## src/rtl/opnd_fetch_pkg.sv

```systemverilog
package opnd_fetch_pkg;

  localparam int ADDR_W = 16;
  localparam int DATA_W = 8;
  localparam int MODE_W = 3;
  localparam int CNT_W  = 2;
  localparam int PAD_W  = ADDR_W - DATA_W;

  typedef logic [ADDR_W-1:0] addr_t;
  typedef logic [DATA_W-1:0] byte_t;
  typedef logic [MODE_W-1:0] mode_t;
  typedef logic [CNT_W-1:0]  cnt_t;

  typedef enum logic [MODE_W-1:0] {
    AM_NONE    = 3'd0,
    AM_IMM1    = 3'd1,
    AM_IMM2    = 3'd2,
    AM_PAGE    = 3'd3,
    AM_BRANCH  = 3'd4,
    AM_PAGE_BR = 3'd5
  } amode_e;

  typedef struct packed {
    addr_t result;
    addr_t target;
    addr_t next_pc;
    cnt_t  nbytes;
    logic  err;
  } outcome_t;

  // Operand bytes that follow the opcode for a given mode code.
  function automatic cnt_t bytes_for(mode_t m);
    case (m)
      AM_IMM1, AM_PAGE, AM_BRANCH: bytes_for = cnt_t'(1);
      AM_IMM2, AM_PAGE_BR:         bytes_for = cnt_t'(2);
      default:                     bytes_for = cnt_t'(0);
    endcase
  endfunction

  function automatic logic mode_known(mode_t m);
    mode_known = (m <= mode_t'(AM_PAGE_BR));
  endfunction

  // Zero high byte in front of a page byte.
  function automatic addr_t page_addr(byte_t b);
    page_addr = {{PAD_W{1'b0}}, b};
  endfunction

  // Sign-extend a displacement and add it to a base, wrapping.
  function automatic addr_t branch_sum(addr_t base, byte_t disp);
    branch_sum = base + {{PAD_W{disp[DATA_W-1]}}, disp};
  endfunction

  // Final results from the mode, start address and fetched bytes.
  function automatic outcome_t resolve(mode_t m, addr_t pc, byte_t b0,
                                       byte_t b1, logic taken);
    outcome_t o;
    addr_t    fall;
    o        = '0;
    o.next_pc = pc;
    o.nbytes  = bytes_for(m);
    fall      = pc + addr_t'(bytes_for(m));
    case (m)
      AM_NONE: ;
      AM_IMM1: begin
        o.result  = page_addr(b0);
        o.next_pc = fall;
      end
      AM_IMM2: begin
        o.result  = {b0, b1};
        o.next_pc = fall;
      end
      AM_PAGE: begin
        o.result  = page_addr(b0);
        o.next_pc = fall;
      end
      AM_BRANCH: begin
        o.target  = branch_sum(fall, b0);
        o.next_pc = taken ? o.target : fall;
      end
      AM_PAGE_BR: begin
        o.result  = page_addr(b0);
        o.target  = branch_sum(fall, b1);
        o.next_pc = taken ? o.target : fall;
      end
      default: o.err = 1'b1;
    endcase
    resolve = o;
  endfunction

endpackage

```

## src/rtl/opnd_fetch_ctrl.sv

```systemverilog
module opnd_fetch_ctrl
  import opnd_fetch_pkg::*;
(
  input  logic  clk,
  input  logic  rst_n,
  input  logic  start_i,
  input  mode_t mode_i,
  input  addr_t pc_i,
  output logic  issue_ev,
  output addr_t issue_addr,
  output logic  capture_ev,
  output cnt_t  capture_idx,
  output logic  finish_ev,
  output mode_t fin_mode,
  output addr_t fin_pc
);

  logic  busy_q;
  mode_t mode_q;
  addr_t pc_q;
  cnt_t  need_q;
  cnt_t  iss_q;
  cnt_t  rcv_q;
  logic  pend_q;

  logic  accept;
  cnt_t  need_now;
  logic  zero_finish;
  logic  last_capture;

  assign accept       = start_i && !busy_q;
  assign need_now     = bytes_for(mode_i);
  assign zero_finish  = accept && (need_now == cnt_t'(0));
  assign issue_ev     = busy_q && (iss_q < need_q);
  assign issue_addr   = pc_q + addr_t'(iss_q);
  assign capture_ev   = pend_q;
  assign capture_idx  = rcv_q;
  assign last_capture = capture_ev && ((rcv_q + cnt_t'(1)) == need_q);
  assign finish_ev    = zero_finish || last_capture;
  assign fin_mode     = last_capture ? mode_q : mode_i;
  assign fin_pc       = last_capture ? pc_q : pc_i;

  always_ff @(posedge clk or negedge rst_n) begin
    if (!rst_n) begin
      busy_q <= 1'b0;
      mode_q <= '0;
      pc_q   <= '0;
      need_q <= '0;
      iss_q  <= '0;
      rcv_q  <= '0;
      pend_q <= 1'b0;
    end else begin
      pend_q <= issue_ev;
      if (accept) begin
        busy_q <= (need_now != cnt_t'(0));
        mode_q <= mode_i;
        pc_q   <= pc_i;
        need_q <= need_now;
        iss_q  <= '0;
        rcv_q  <= '0;
      end else begin
        if (issue_ev) iss_q <= iss_q + cnt_t'(1);
        if (capture_ev) rcv_q <= rcv_q + cnt_t'(1);
        if (last_capture) busy_q <= 1'b0;
      end
    end
  end

endmodule

```

## src/rtl/opnd_fetch_bytes.sv

```systemverilog
module opnd_fetch_bytes
  import opnd_fetch_pkg::*;
(
  input  logic  clk,
  input  logic  rst_n,
  input  logic  capture_ev,
  input  cnt_t  capture_idx,
  input  byte_t rdata,
  output byte_t byte0,
  output byte_t byte1
);

  byte_t first_q;
  logic  at_first;

  assign at_first = (capture_idx == cnt_t'(0));

  always_ff @(posedge clk or negedge rst_n) begin
    if (!rst_n) first_q <= '0;
    else if (capture_ev && at_first) first_q <= rdata;
  end

  // The newest byte is read straight from the bus so the result is
  // ready at the edge that captures it.
  assign byte0 = at_first ? rdata : first_q;
  assign byte1 = rdata;

endmodule

```

## src/rtl/opnd_fetch_calc.sv

```systemverilog
module opnd_fetch_calc
  import opnd_fetch_pkg::*;
(
  input  logic  clk,
  input  logic  rst_n,
  input  logic  finish_ev,
  input  mode_t fin_mode,
  input  addr_t fin_pc,
  input  byte_t byte0,
  input  byte_t byte1,
  input  logic  taken_i,
  output logic  done_o,
  output logic  err_o,
  output addr_t result_o,
  output addr_t target_o,
  output cnt_t  nbytes_o,
  output addr_t next_pc_o
);

  outcome_t calc;
  outcome_t held_q;

  assign calc = resolve(fin_mode, fin_pc, byte0, byte1, taken_i);

  always_ff @(posedge clk or negedge rst_n) begin
    if (!rst_n) begin
      done_o <= 1'b0;
      held_q <= '0;
    end else begin
      done_o <= finish_ev;
      if (finish_ev) held_q <= calc;
    end
  end

  assign err_o     = held_q.err;
  assign result_o  = held_q.result;
  assign target_o  = held_q.target;
  assign nbytes_o  = held_q.nbytes;
  assign next_pc_o = held_q.next_pc;

endmodule

```

## src/rtl/opnd_fetch_seq.sv

```systemverilog
module opnd_fetch_seq
  import opnd_fetch_pkg::*;
(
  input  logic        clk,
  input  logic        rst_n,
  input  logic        start_i,
  input  logic [2:0]  mode_i,
  input  logic [15:0] pc_i,
  input  logic        taken_i,
  output logic        mem_rd_o,
  output logic [15:0] mem_addr_o,
  input  logic [7:0]  mem_rdata_i,
  output logic        done_o,
  output logic        err_o,
  output logic [15:0] result_o,
  output logic [15:0] target_o,
  output logic [1:0]  nbytes_o,
  output logic [15:0] next_pc_o
);

  // Internal events, named for the checker.
  logic  issue_ev;
  logic  capture_ev;
  logic  finish_ev;
  addr_t issue_addr;
  cnt_t  capture_idx;
  mode_t fin_mode;
  addr_t fin_pc;
  byte_t byte0;
  byte_t byte1;

  opnd_fetch_ctrl u_ctrl (
    .clk         (clk),
    .rst_n       (rst_n),
    .start_i     (start_i),
    .mode_i      (mode_i),
    .pc_i        (pc_i),
    .issue_ev    (issue_ev),
    .issue_addr  (issue_addr),
    .capture_ev  (capture_ev),
    .capture_idx (capture_idx),
    .finish_ev   (finish_ev),
    .fin_mode    (fin_mode),
    .fin_pc      (fin_pc)
  );

  opnd_fetch_bytes u_bytes (
    .clk         (clk),
    .rst_n       (rst_n),
    .capture_ev  (capture_ev),
    .capture_idx (capture_idx),
    .rdata       (mem_rdata_i),
    .byte0       (byte0),
    .byte1       (byte1)
  );

  opnd_fetch_calc u_calc (
    .clk       (clk),
    .rst_n     (rst_n),
    .finish_ev (finish_ev),
    .fin_mode  (fin_mode),
    .fin_pc    (fin_pc),
    .byte0     (byte0),
    .byte1     (byte1),
    .taken_i   (taken_i),
    .done_o    (done_o),
    .err_o     (err_o),
    .result_o  (result_o),
    .target_o  (target_o),
    .nbytes_o  (nbytes_o),
    .next_pc_o (next_pc_o)
  );

  assign mem_rd_o   = issue_ev;
  assign mem_addr_o = issue_ev ? issue_addr : '0;

endmodule

```

## config.mk

```make
export PLATFORM = sky130hd
export DESIGN_NAME = opnd_fetch_seq
export DESIGN_NICKNAME = d
export VERILOG_FILES = /design/src/rtl/opnd_fetch_pkg.sv /design/src/rtl/opnd_fetch_ctrl.sv /design/src/rtl/opnd_fetch_bytes.sv /design/src/rtl/opnd_fetch_calc.sv /design/src/rtl/opnd_fetch_seq.sv
export SDC_FILE = /design/constraint.sdc
export NUM_CORES = 1
export LEC_CHECK = 0
export BUFFER_PORTS_ARGS = -buffer_cell sky130_fd_sc_hd__buf_2
export CORE_MARGIN = 4
export CORE_UTILIZATION = 59
export CTS_CLUSTER_SIZE = 40
export DETAILED_ROUTE_END_ITERATION = 10
export PLACE_DENSITY = 0.82
export SLEW_MARGIN = 0
export SYNTH_ARGS = -nofsm -noshare
export SYNTH_HDL_FRONTEND = slang
export SYNTH_HIERARCHICAL = 1
export SYNTH_SLANG_ARGS = --single-unit
```

## constraint.sdc

```tcl
create_clock -name clk -period 6.82 [get_ports clk]
set_input_delay 0.341 -clock clk [delete_from_list [all_inputs] [get_ports clk]]
set_output_delay 0.341 -clock clk [all_outputs]
set_load 0.05 [all_outputs]
```

# After elaboration in Yosys (flattened, before gate mapping)

Index checks and enable logic that the tools add are counted.

Register bits: 87
Bits of input ports: 31
Output and inout bits: 69

Add/subtract/negate cells: 6
$lt $le $gt $ge: 1
Equal/unequal tests: 11
Multiplexer cells: 18
Reduce and logical (&&, ||, !) cells: 21

Operator list:

| kind                | count |
|---|---|
| $mux 16             | 4 |
| $pmux 16 s2         | 2 |
| $pmux 16 s3         | 1 |
| $add 16x16->16      | 2 |
| $add 16x2->16       | 2 |
| $eq 3x2->1 const B  | 4 |
| $eq 3x3->1 const B  | 4 |
| $reduce_or 3->1     | 4 |
| $mux 2              | 4 |
| $mux 8              | 1 |
| $pmux 2 s2          | 2 |
| $reduce_bool 2->1   | 4 |
| $eq 3x1->1 const B  | 2 |
| $reduce_or 6->1     | 1 |
| $logic_and 1x1->1   | 5 |
| $add 2x1->2 const B | 2 |
| $logic_not 2->1     | 2 |
| $reduce_or 2->1     | 2 |
| $logic_not 3->1     | 1 |
| $mux 1              | 3 |
| $mux 3              | 1 |
| $eq 2x2->1          | 1 |
| $lt 2x2->1          | 1 |
| $logic_not 1->1     | 1 |
| $logic_or 1x1->1    | 1 |

# Longest topological paths before layout

Gate-level depths: netlist (run 1).

Depth in word-level cells: 11
Depth in mapped cells: 25

# Cells and area by module

The synthesis (run 1) kept the hierarchy.

Modules (own cells, without submodules):

| module           | instances | cells an instance | area an instance (µm²) |
|---|---|---|---|
| opnd_fetch_calc  | 1         | 527               | 4,379.2 |
| opnd_fetch_ctrl  | 1         | 188               | 1,727.9 |
| opnd_fetch_bytes | 1         | 34                | 465.4 |
| opnd_fetch_seq   | 1         | 17                | 126.4 |

# Worst setup path after synthesis (run 1)

OpenSTA, ideal clock, no wires.

Path kind: flip-flop to flip-flop
From: register u_ctrl.rcv_q[1] (netlist: u_ctrl/capture_idx[1])
To: register u_calc.held_q, in the netlist u_calc/target_o[15]
Data arrival time: 4.824 ns
Data required time: 6.695 ns
Slack: 1.872 ns
Cell stages (with the launch flop): 25
Path buffers: 3
Cells stage by stage: dfrtp_1 -> xnor2_1 -> mux2i_1 -> nand2_1 -> buf_6 -> mux2_4 -> clkbuf_1 -> inv_1 -> o21ai_0 -> ha_1 -> fa_1 -> and3_1 -> and4_1 -> nand2_1 -> xor2_1 -> inv_1 -> ha_1 -> clkbuf_1 -> and3_1 -> and2_1 -> nand3_1 -> o21ai_0 -> xor2_1 -> o22ai_1 -> mux2_2

RTL lines:

| element                | RTL line              | RTL |
|---|---|---|
| from (decl)            | opnd_fetch_ctrl.sv:23 | `cnt_t rcv_q;` |
| from (signal assigned) | opnd_fetch_ctrl.sv:63 | `if (capture_ev) rcv_q <= rcv_q + cnt_t'(1);` |
| to (signal assigned)   | opnd_fetch_calc.sv:31 | `if (finish_ev) held_q <= calc;` |
| to (decl)              | opnd_fetch_calc.sv:21 | `outcome_t held_q;` |

==> impl_metrics.py, run 1 <==
metrics = {
    "status": {
        "outcome": "complete, no violations",
    },
    "synth": {
        "synthTopCellsByArea": "dfrtp_1, ha_1, nand2_1",
        "syn_area_um2": 6700,
        "synth-edff-count": 0,
        "yosysMostFrequentCell": "nand2_1",
        "ys_types": 65,
        "yosys_warnings": 6,
        "ys.flop_type": "dfrtp_1",
        "yosysTopAreaCell": "dfrtp_1",
        "yosysTopAreaCellShare_pct": 32.5,
        "synthCells": 766,
        "synth_area_per_cell_um2": 8.75,
        "async_reset_ff_share_pct": 100,
        "synth_seq_cells": 87,
        "synthTopCellsByCount": "nand2_1, dfrtp_1, nor2_1, a21oi_1, ha_1",
        "ys_seq_area_share_pct": 32.5,
        "syn_nets": 838,
    },
    "finish": {
        "diodes": 0,
        "area_growth_pct": 12.9,
        "fin_cells": 990,
        "final_layout_size_suffix_gt1_share_pct": 21.6,
        "fillers": 872,
        "final_nets": 917,
    },
    "cts": {
        "cts.reportedPaths.clkPinSlew_ns": 0.07,
        "cts_tree": "built",
        "root_buffer": "clkbuf_16",
        "clockBufferDepth": 2,
        "cts-buffers-inserted": 9,
        "cts.sinks": 87,
        "clk_latency_ns": 0.36,
        "htreeDepth": 3,
    },
    "grt": {
        "antenna_found_initial": 0,
        "grt_pass1_vias": 6079,
        "grt-ovfl-total": 0,
        "grt_first_pass_wirelength_um": 31200,
        "grt_max_degree": 66,
        "track_usage_pct": 30.1,
    },
    "floorplanning": {
        "dieHeight_um": 115,
        "row_count": 38,
        "die_w_um": 115,
        "ios": 100,
        "dieArea_um2": 13100,
        "initial_utilization_pct": 61.0,
        "core-area_um2": 11000,
    },
    "place": {
        "place_hpwl_um": 14400,
        "pre_cts_ws_ns": 1.21,
        "placedCellCount": 973,
        "place.gp.congestion": 0.976,
        "portBuffers": 99,
    },
    "route": {
        "dr.pass1.iters": 5,
        "antenna_left": 0,
        "avgRoutedWirePerCell_um": 19.2,
        "vias": 6123,
        "vias_per_cell": 6.18,
        "drt-total-wl_um": 19000,
        "drt_iter0_drc": 598,
        "drc_errors": 0,
    },
    "run": {
        "drv_cap": 0,
    },
    "timing": {
        "worst_pin_slew_ns": 0.846,
        "fin_tns_setup_ns": 0,
        "drv_slew": 0,
        "rsz0062_at_grt": "false",
        "skew_ns": 0.00866,
        "hold_viol": 0,
        "fmax_mhz": 174,
        "hold_ws_ns": 0.194,
        "slew_headroom_pct": 43.6,
        "final.period_utilization_pct": 84.4,
        "setup_slack_ns": 1.06,
        "setup_violations": 0,
        "fin_crit_ns": 5.76,
    },
    "setup_path": {
        "end_kind": "flip-flop",
        "cp.required_ns": 7.07,
        "path_buf_inv": 3,
        "start_kind": "flip-flop",
        "critPathMaxFanout": 21,
        "crit_family": "adder cells",
        "worstPathCellList": "xnor2_1 > mux2i_1 > nand2_1 > buf_4 > mux2_4 > inv_1 > o21ai_0 > ha_1 > fa_1 > and3_1 > and4_1 > nand2_1 > xor2_1 > inv_1 > ha_1 > and3_1 > and2_1 > nand3_1 > o21ai_0 > xor2_1 > o22ai_1 > mux2_2",
        "critPathSlowestCell": "dfrtp_1",
        "critPathKind": "reg -> reg",
        "slowest_delay_ns": 0.46,
        "crit_arrival_ns": 6.00,
    },
    "worst_hold_path": {
        "hold_path_class": "in -> reg",
    },
}
[registers in the layout, indices dropped and copies added, names as in the netlist, 3 cells and up]
signal	cells
u_calc/result_o	16
u_calc/next_pc_o	16
u_calc/target_o	16
u_ctrl/pc_q	16
u_ctrl/mode_q	3
u_bytes/first_q	8
[path summary, 6_finish.rpt]
path                                        from                   end  slack (ns)  cells after the start
max                        u_ctrl/capture_idx[1]   u_calc/target_o[15]        1.06                     22
min                                      pc_i[9]        u_ctrl/pc_q[9]        0.19                      3
max reg2reg                u_ctrl/capture_idx[1]   u_calc/target_o[15]        1.06                     22
min reg2reg                  u_calc/next_pc_o[5]   u_calc/next_pc_o[5]        0.48                      1
max in group asynchronous                  rst_n  u_calc/next_pc_o[10]        5.27                      3
min in group asynchronous                  rst_n    u_bytes/first_q[6]        0.40                      2
[cell usage in the layout (no fill, tap or decap), types with 3 or more instances in the layout]
| cell type | instances |
|---|---|
| o2bb2ai_1 | 14 |
| o21ai_0 | 30 |
| mux2i_1 | 7 |
| nor2b_1 | 6 |
| buf_4 | 6 |
| a31oi_1 | 8 |
| fa_1 | 4 |
| o211ai_1 | 7 |
| o21a_1 | 11 |
| nor2_1 | 75 |
| mux2_2 | 23 |
| a22oi_1 | 3 |
| a21oi_1 | 48 |
| buf_2 | 98 |
| a211o_1 | 3 |
| dfrtp_1 | 87 |
| a21o_1 | 9 |
| o21bai_1 | 3 |
| o21ai_1 | 10 |
| o22ai_1 | 3 |
| and2_1 | 7 |
| nand2_1 | 111 |
| ha_1 | 37 |
| and3_1 | 8 |
| nand3_1 | 18 |
| and2_2 | 12 |
| a221oi_1 | 15 |
| nand2b_1 | 16 |
| xor2_1 | 13 |
| nand4_1 | 5 |
| or3_1 | 3 |
| mux2_4 | 18 |
| inv_1 | 21 |
| clkbuf_16 | 9 |
| and4_1 | 4 |
| xnor2_1 | 33 |
| inv_8 | 3 |
| a211oi_1 | 8 |
| nor3_1 | 16 |
[worst min-delay path, cell delays in order]
cell and delay (ns):
buf_2 0.09, nand2_1 0.04, nand2_1 0.04
[area by class of cell]
class                           count  area, um2  area share (%)
Sequential cell                    87       2180            28.8
Clock buffer                        9        225            2.98
Timing Repair Buffer              105        546            7.21
Inverter                           22       82.6            1.09
Clock inverter                      7       97.6            1.29
Multi-Input combinational cell    620       4260            56.3
Tap cell                          140        175            2.32
[what timing repair did]
item	in CTS	in global routing
gates resized for setup	0	0
buffers inserted	0	0
hold endpoints to repair	22	0
hold buffers	1	0
[through the flow]
step	instance area [um2]	utilization, %
3_5_place_dp	7230	65.8
6_report	7560	68.8
5_1_grt	7560	68.8
4_1_cts	7560	68.8
3_3_place_gp	7230	65.8
2_1_floorplan	6700	-
[routing by layer]
metal | wire length [um] | vias to the layer above | part of all wire (%) | track usage, %
li1 | - | 2892 | - | -
met1 | 8250 | 2930 | 43 | 41.5
met2 | 8810 | 268 | 46 | 47.6
met3 | 1600 | 33 | 8.4 | 6.45
met4 | 354 | 0 | 1.9 | 9.18
met5 | 0 | - | 0 | 0
[logic make-up after synthesis]
| group | synth area share [%] |
|---|---|
| AND/OR/NAND/NOR | 20.1 |
| AO/OA/AOI/OAI | 19.4 |
| flip-flops | 32.5 |
| buffers and inverters | 4.11 |
| multiplexers | 9.11 |
| XOR/XNOR | 6.69 |
| adder cells (fa/ha/maj) | 8.11 |
Power of run 1 is left out: the tool's default activity adds up to more than one toggle a clock period on the data nets, which glitch-free logic cannot reach.
==> run 2: changes to the inputs <==
Clock period 6.82 ns to 5.7 ns, I/O delays scaled along.
==> run 2 against run 1 <==
Compared with the run above: worst setup slack got worse by 0.74 ns; via count rose by 1.2%; final cell count rose by 0.20%; wire length rose by 1.5%; global-route usage rose by 0.26 points; non-clock buffer count rose by 2; fmax rose by 7.1%; critical path type unchanged; critical endpoint is now u_calc/next_pc_o[12].
==> impl_metrics.py, run 2 (same netlist as run 1, synthesis figures left out) <==
metrics = {
    "setup_path": {
        "crit_path_end": "u_calc/next_pc_o[12]",
        "critPathKind": "reg -> reg",
        "critPathSlowestCell": "mux2_4",
        "crit_arrival_ns": 5.61,
        "slowest_delay_ns": 0.46,
        "end_kind": "flip-flop",
        "r2r_slack_ns": 0.32,
        "start_kind": "flip-flop",
        "r2r-start": "u_ctrl/capture_idx[1]",
        "worstPathCellList": "xnor2_1 > mux2i_1 > nand2_1 > mux2_4 > nor2_1 > nand2_1 > nand2_1 > ha_1 > a21oi_2 > nand2b_1 > xnor2_1 > ha_1 > o21a_1 > o31a_1 > o41a_1 > a311oi_2 > xnor2_1 > a221oi_2 > o31ai_1",
        "ff2ff_path_depth": 19,
        "cp.required_ns": 5.93,
        "cp-startpoint": "u_ctrl/capture_idx[1]",
        "critPathMaxFanout": 21,
        "reg2reg_to": "u_calc/next_pc_o[12]",
    },
    "timing": {
        "drv_slew": 0,
        "hold_viol": 0,
        "setup_violations": 0,
        "fmax_mhz": 186,
        "skew_ns": 0.00968,
        "worst_pin_slew_ns": 0.873,
        "slew_headroom_pct": 41.8,
        "final.period_utilization_pct": 94.3,
        "rsz0062_at_grt": "false",
        "fin_crit_ns": 5.38,
        "fin_tns_setup_ns": 0,
    },
    "place": {
        "place.gp.congestion": 0.967,
        "portBuffers": 99,
        "placedCellCount": 975,
        "placed_area_um2": 7240,
        "place_hpwl_um": 14500,
    },
    "cts": {
        "htreeDepth": 3,
        "cts-buffers-inserted": 9,
        "cts_tree": "built",
        "post_cts_buffers": 0,
        "clk_latency_ns": 0.36,
        "cts.reportedPaths.clkPinSlew_ns": 0.07,
        "cts.sinks": 87,
        "root_buffer": "clkbuf_16",
        "clockBufferDepth": 2,
    },
    "floorplanning": {
        "ios": 100,
        "initial_utilization_pct": 61.0,
        "die_w_um": 115,
        "dieArea_um2": 13100,
        "dieHeight_um": 115,
        "core-area_um2": 11000,
        "row_count": 38,
    },
    "route": {
        "vias": 6198,
        "drc_errors": 0,
        "antenna_left": 0,
        "vias_per_cell": 6.25,
        "drt_iter0_drc": 652,
        "dr.pass1.iters": 6,
        "drt-total-wl_um": 19300,
        "avgRoutedWirePerCell_um": 19.5,
    },
    "finish": {
        "final_util_pct": 69.3,
        "fin_area_um2": 7610,
        "regArea_um2": 2180,
        "area_growth_pct": 13.6,
        "final_common_cell": "nand2_1",
        "fillers": 872,
        "final_nets": 919,
        "final_cell_mix": "nand2_1, buf_2, dfrtp_1",
        "multiInputGateArea_um2": 4300,
        "diodes": 0,
        "final_layout_size_suffix_gt1_share_pct": 22.5,
        "fin_cells": 992,
    },
    "grt": {
        "grt_max_degree": 70,
        "grt-ovfl-total": 0,
        "track_usage_pct": 30.4,
        "grt-busiest-layer": "met2",
        "grt_pass1_vias": 6155,
        "use_met1_pct": 39.6,
        "grt_first_pass_wirelength_um": 31500,
        "antenna_found_initial": 0,
        "grt_util_met3_pct": 7.45,
        "grt_util_met2_pct": 48.9,
    },
    "worst_hold_path": {
        "hold_start": "pc_i[15]",
        "hold_path_class": "in -> reg",
    },
    "run": {
        "drv_cap": 0,
    },
    "status": {
        "outcome": "complete, no violations",
    },
}
==> run 2: changes by cell type in the layout (fill, tap and decap cells not counted), sizes merged <==
cell | before | now
clkinvlp | 0 | 3
clkinv | 2 | 0
buf | 104 | 106
clkbuf | 9 | 10
inv | 26 | 24
==> run 2: per-layer routing <==
metal	share of wire [%]	wire length [um]
met4	2.7	527
met5	0	0
met1	41	7910
met2	47	9080
met3	9.3	1790
==> run 2: cell type report <==
| class | instances | share of cell area [%] |
|---|---|---|
| clock buffers | 10 | 3.14 |
| well taps | 140 | 2.30 |
| inverters | 22 | 1.13 |
| clock inverters | 6 | 0.970 |
| multi-input cells | 620 | 56.5 |
| flip-flops and latches | 87 | 28.6 |
| repair buffers | 107 | 7.37 |
==> run 2: worst min path at each step <==
stage                     cells past startpoint                  end
after CTS                                     3      u_ctrl/pc_q[15]
after global placement                        1  u_calc/result_o[14]
after global routing                          3      u_ctrl/pc_q[12]
final                                         3      u_ctrl/pc_q[15]
after floorplan                               0   u_bytes/first_q[0]
after detailed placement                      1   u_bytes/first_q[6]
==> run 2: through the flow <==
stage	worst slack (ns)	hold slack, ns
after CTS	0.205	0.134
after global routing	0.0431	0.156
after floorplan	0.752	-0.0106
after global placement	0.436	0.164
after detailed placement	0.212	0.172
final	0.324	0.139
==> run 2: repair_timing <==
item                                    CTS  global route
endpoints found under the setup margin    0             8
endpoints found under the hold margin    18             0
resized for setup                         0             9
hold buffers                              1             0
==> run 2: worst max-delay path, delay by kind of cell, from the launching register on <==
kind	cells	cell delay, ns
compound gates	7	1.89
xor+xnor	3	0.59
fa+ha+maj	2	0.61
flops	1	0.45
mux	2	0.70
simple gates	5	1.01
Power of run 2 is left out for the same reason.
==> run 3: changes to the inputs <==
Settings changed: CORE_UTILIZATION 59 to 58, PLACE_DENSITY 0.82 to 0.81, RECOVER_POWER set to 100, SYNTH_HIERARCHICAL 1 to unset.
==> run 3 against run 2 <==
Compared with the run above: the flow now finishes with violations (capacitance limit, slew limit); highest routed layer unchanged; final cell count up 0.81%; via count barely moved; critical path type unchanged; area after synthesis down 3.7%; utilization down 2.1 points; sequential share of layout area rose by 1.3 points; non-clock buffer count rose by 6; worst setup slack got worse by 0.076 ns; fmax is 1.4% lower; sequential cell count did not move.
==> impl_metrics.py, run 3 <==
metrics = {
    "synth": {
        "syn_area_um2": 6450,
        "synthTopCellsByArea": "dfrtp_1, nand2_1, ha_1",
        "ys_seq_area_share_pct": 33.7,
        "synth_seq_cells": 87,
        "yosysMostFrequentCell": "nand2_1",
        "async_reset_ff_share_pct": 100,
        "synth-edff-count": 0,
        "synthTopCellsByCount": "nand2_1, dfrtp_1, nor2_1, a21oi_1, ha_1",
        "syn_nets": 834,
        "synthCells": 763,
        "yosysTopAreaCellShare_pct": 33.7,
        "synth_area_per_cell_um2": 8.46,
        "ys_types": 66,
        "ys.flop_type": "dfrtp_1",
        "yosysTopAreaCell": "dfrtp_1",
        "yosys_warnings": 0,
    },
    "route": {
        "drt-total-wl_um": 18700,
        "vias_per_cell": 6.20,
        "avgRoutedWirePerCell_um": 18.7,
        "antenna_left": 0,
        "vias": 6196,
        "dr.pass1.iters": 7,
        "drt_iter0_drc": 622,
        "drc_errors": 0,
    },
    "place": {
        "place_hpwl_um": 14500,
        "place.gp.congestion": 0.945,
        "portBuffers": 99,
    },
    "floorplanning": {
        "dieHeight_um": 113,
        "initial_utilization_pct": 59.5,
        "row_count": 38,
        "dieArea_um2": 12900,
        "core-area_um2": 10800,
        "ios": 100,
        "die_w_um": 113,
    },
    "setup_path": {
        "crit_top_cell": "ha_1",
        "critPathSlowestCell": "xor2_1",
        "critPathKind": "reg -> reg",
        "critPathMaxFanout": 5,
        "ff2ff_path_depth": 21,
        "start_kind": "flip-flop",
        "r2r-start": "u_ctrl.capture_idx[0]",
        "r2r_slack_ns": 0.25,
        "reg2reg_to": "u_calc.next_pc_o[12]",
        "crit_arrival_ns": 5.76,
        "crit_path_end": "u_calc.next_pc_o[12]",
        "end_kind": "flip-flop",
        "cp-startpoint": "u_ctrl.capture_idx[0]",
        "slowest_delay_ns": 0.47,
        "cp.required_ns": 6.01,
        "worstPathCellList": "inv_1 > ha_1 > xor2_2 > nor3_4 > mux2_2 > nand2_1 > o21ai_1 > ha_1 > fa_2 > o21ai_0 > xor2_1 > ha_1 > o21ai_0 > nand2b_1 > and3_1 > a221o_1 > nand2_1 > a21oi_1 > xnor2_1 > a2111o_1 > a21oi_1",
    },
    "cts": {
        "clockBufferDepth": 2,
        "htreeDepth": 3,
        "cts_tree": "built",
        "root_buffer": "clkbuf_8",
        "cts-buffers-inserted": 9,
        "cts.sinks": 87,
        "cts.reportedPaths.clkPinSlew_ns": 0.09,
        "clk_latency_ns": 0.38,
    },
    "timing": {
        "setup_violations": 0,
        "hold_viol": 0,
        "worst_pin_slew_ns": 2.51,
        "drv_slew": 90,
        "final.period_utilization_pct": 95.7,
        "slew_headroom_pct": -67.3,
        "fmax_mhz": 183,
        "rsz0062_at_grt": "true",
        "fin_crit_ns": 5.45,
        "hold_ws_ns": 0.110,
        "skew_ns": 0.0133,
        "fin_tns_setup_ns": 0,
    },
    "finish": {
        "area_growth_pct": 12.9,
        "final_common_cell": "nand2_1",
        "diodes": 0,
        "final_layout_size_suffix_gt1_share_pct": 13.8,
        "final_cell_mix": "nand2_1, dfrtp_1, nor2_1",
        "final_nets": 926,
    },
    "worst_hold_path": {
        "hold_path_class": "in -> reg",
        "whs_path_depth": 3,
    },
    "grt": {
        "grt_max_degree": 47,
        "track_usage_pct": 29.5,
        "antenna_found_initial": 0,
        "grt_pass1_vias": 6040,
        "grt_first_pass_wirelength_um": 30400,
        "grt-ovfl-total": 0,
    },
    "run": {
        "drv_cap": 2,
    },
    "status": {
        "outcome": "finished with violations",
        "failed_checks": "capacitance limit, slew limit",
    },
}
-- run 3: cell types whose count changed after synthesis, sizes merged, moves of 9 or more --
cell     delta
mux2       -24
inv        +10
a21oi      +12
a22o       +11
nand2      +21
a221oi     -16
xor2       +12
mux2i      +13
nand2b      -9
o2bb2ai    -13
and2       -15
-- run 3: worst min-delay path by stage --
stage	start	to	slack, ns
4_1_cts	pc_i[0]	u_ctrl.pc_q[0]	0.10
3_3_place_gp	rst_n	u_ctrl.pc_q[15]	0.29
2_1_floorplan	rst_n	u_bytes.first_q[0]	-0.01
6_report	pc_i[1]	u_ctrl.pc_q[1]	0.11
3_5_place_dp	rst_n	u_ctrl.pc_q[14]	0.30
5_1_grt	pc_i[1]	u_ctrl.pc_q[1]	0.13
-- run 3: logic make-up after synthesis --
group / count (synthesis) / share of synthesized area, %
and+or+nand+nor: 282 / 19.3
AOI/OAI and AO/OA: 198 / 20.6
DFF: 87 / 33.7
buffers and inverters: 64 / 4.01
xor gates and xnor gates: 54 / 7.87
adders and majority gates: 40 / 8.22
muxes: 38 / 6.30
-- run 3: what timing repair did --
| action | CTS | global route |
|---|---|---|
| hold buffers | 1 | 0 |
| buffers inserted | 0 | 1 |
| endpoints found under the hold margin | 41 | 0 |
| resized for setup | 0 | 17 |
| setup endpoints to repair | 0 | 16 |
-- run 3: area by class of cell --
type                    count  area [um2]
flip-flops and latches     87        2180
well taps                 140         175
multi-input cells         612        4110
repair buffers            113         529
clock buffers              13         159
clock inverters             3        17.5
fillers                   942        3550
inverters                  32         120
-- run 3: critical path: cells and delay by family, from the launching register on --
family	cells	cell delay [ns]
XOR/XNOR	3	0.83
AND/OR/NAND/NOR	5	0.77
buffers and inverters	1	0.06
AO/OA/AOI/OAI	7	1.46
flip-flops	1	0.44
multiplexers	1	0.40
adder cells (fa/ha/maj)	4	1.45
-- run 3: metrics by stage --
step	utilization, %	area (um2)	setup slack (ns)	std cells
finish	67.2	7290	0.247	1000
global route	67.2	7290	-0.0361	1000
CTS	67.1	7270	0.101	999
detailed placement	65.4	7090	0.135	982
global placement	65.4	7090	0.376	982
floorplan	-	6450	0.145	763
-- run 3: routing by layer --
layer / routed length, um / up-vias / GRT usage [%] / part of all wire (%)
li1: - / 2904 / - / -
met5: 0 / - / 0 / 0
met4: 572 / 0 / 11.1 / 3.1
met2: 8720 / 289 / 47.4 / 47
met3: 1390 / 47 / 4.35 / 7.4
met1: 8040 / 2956 / 40.6 / 43
Power of run 3 is left out for the same reason.
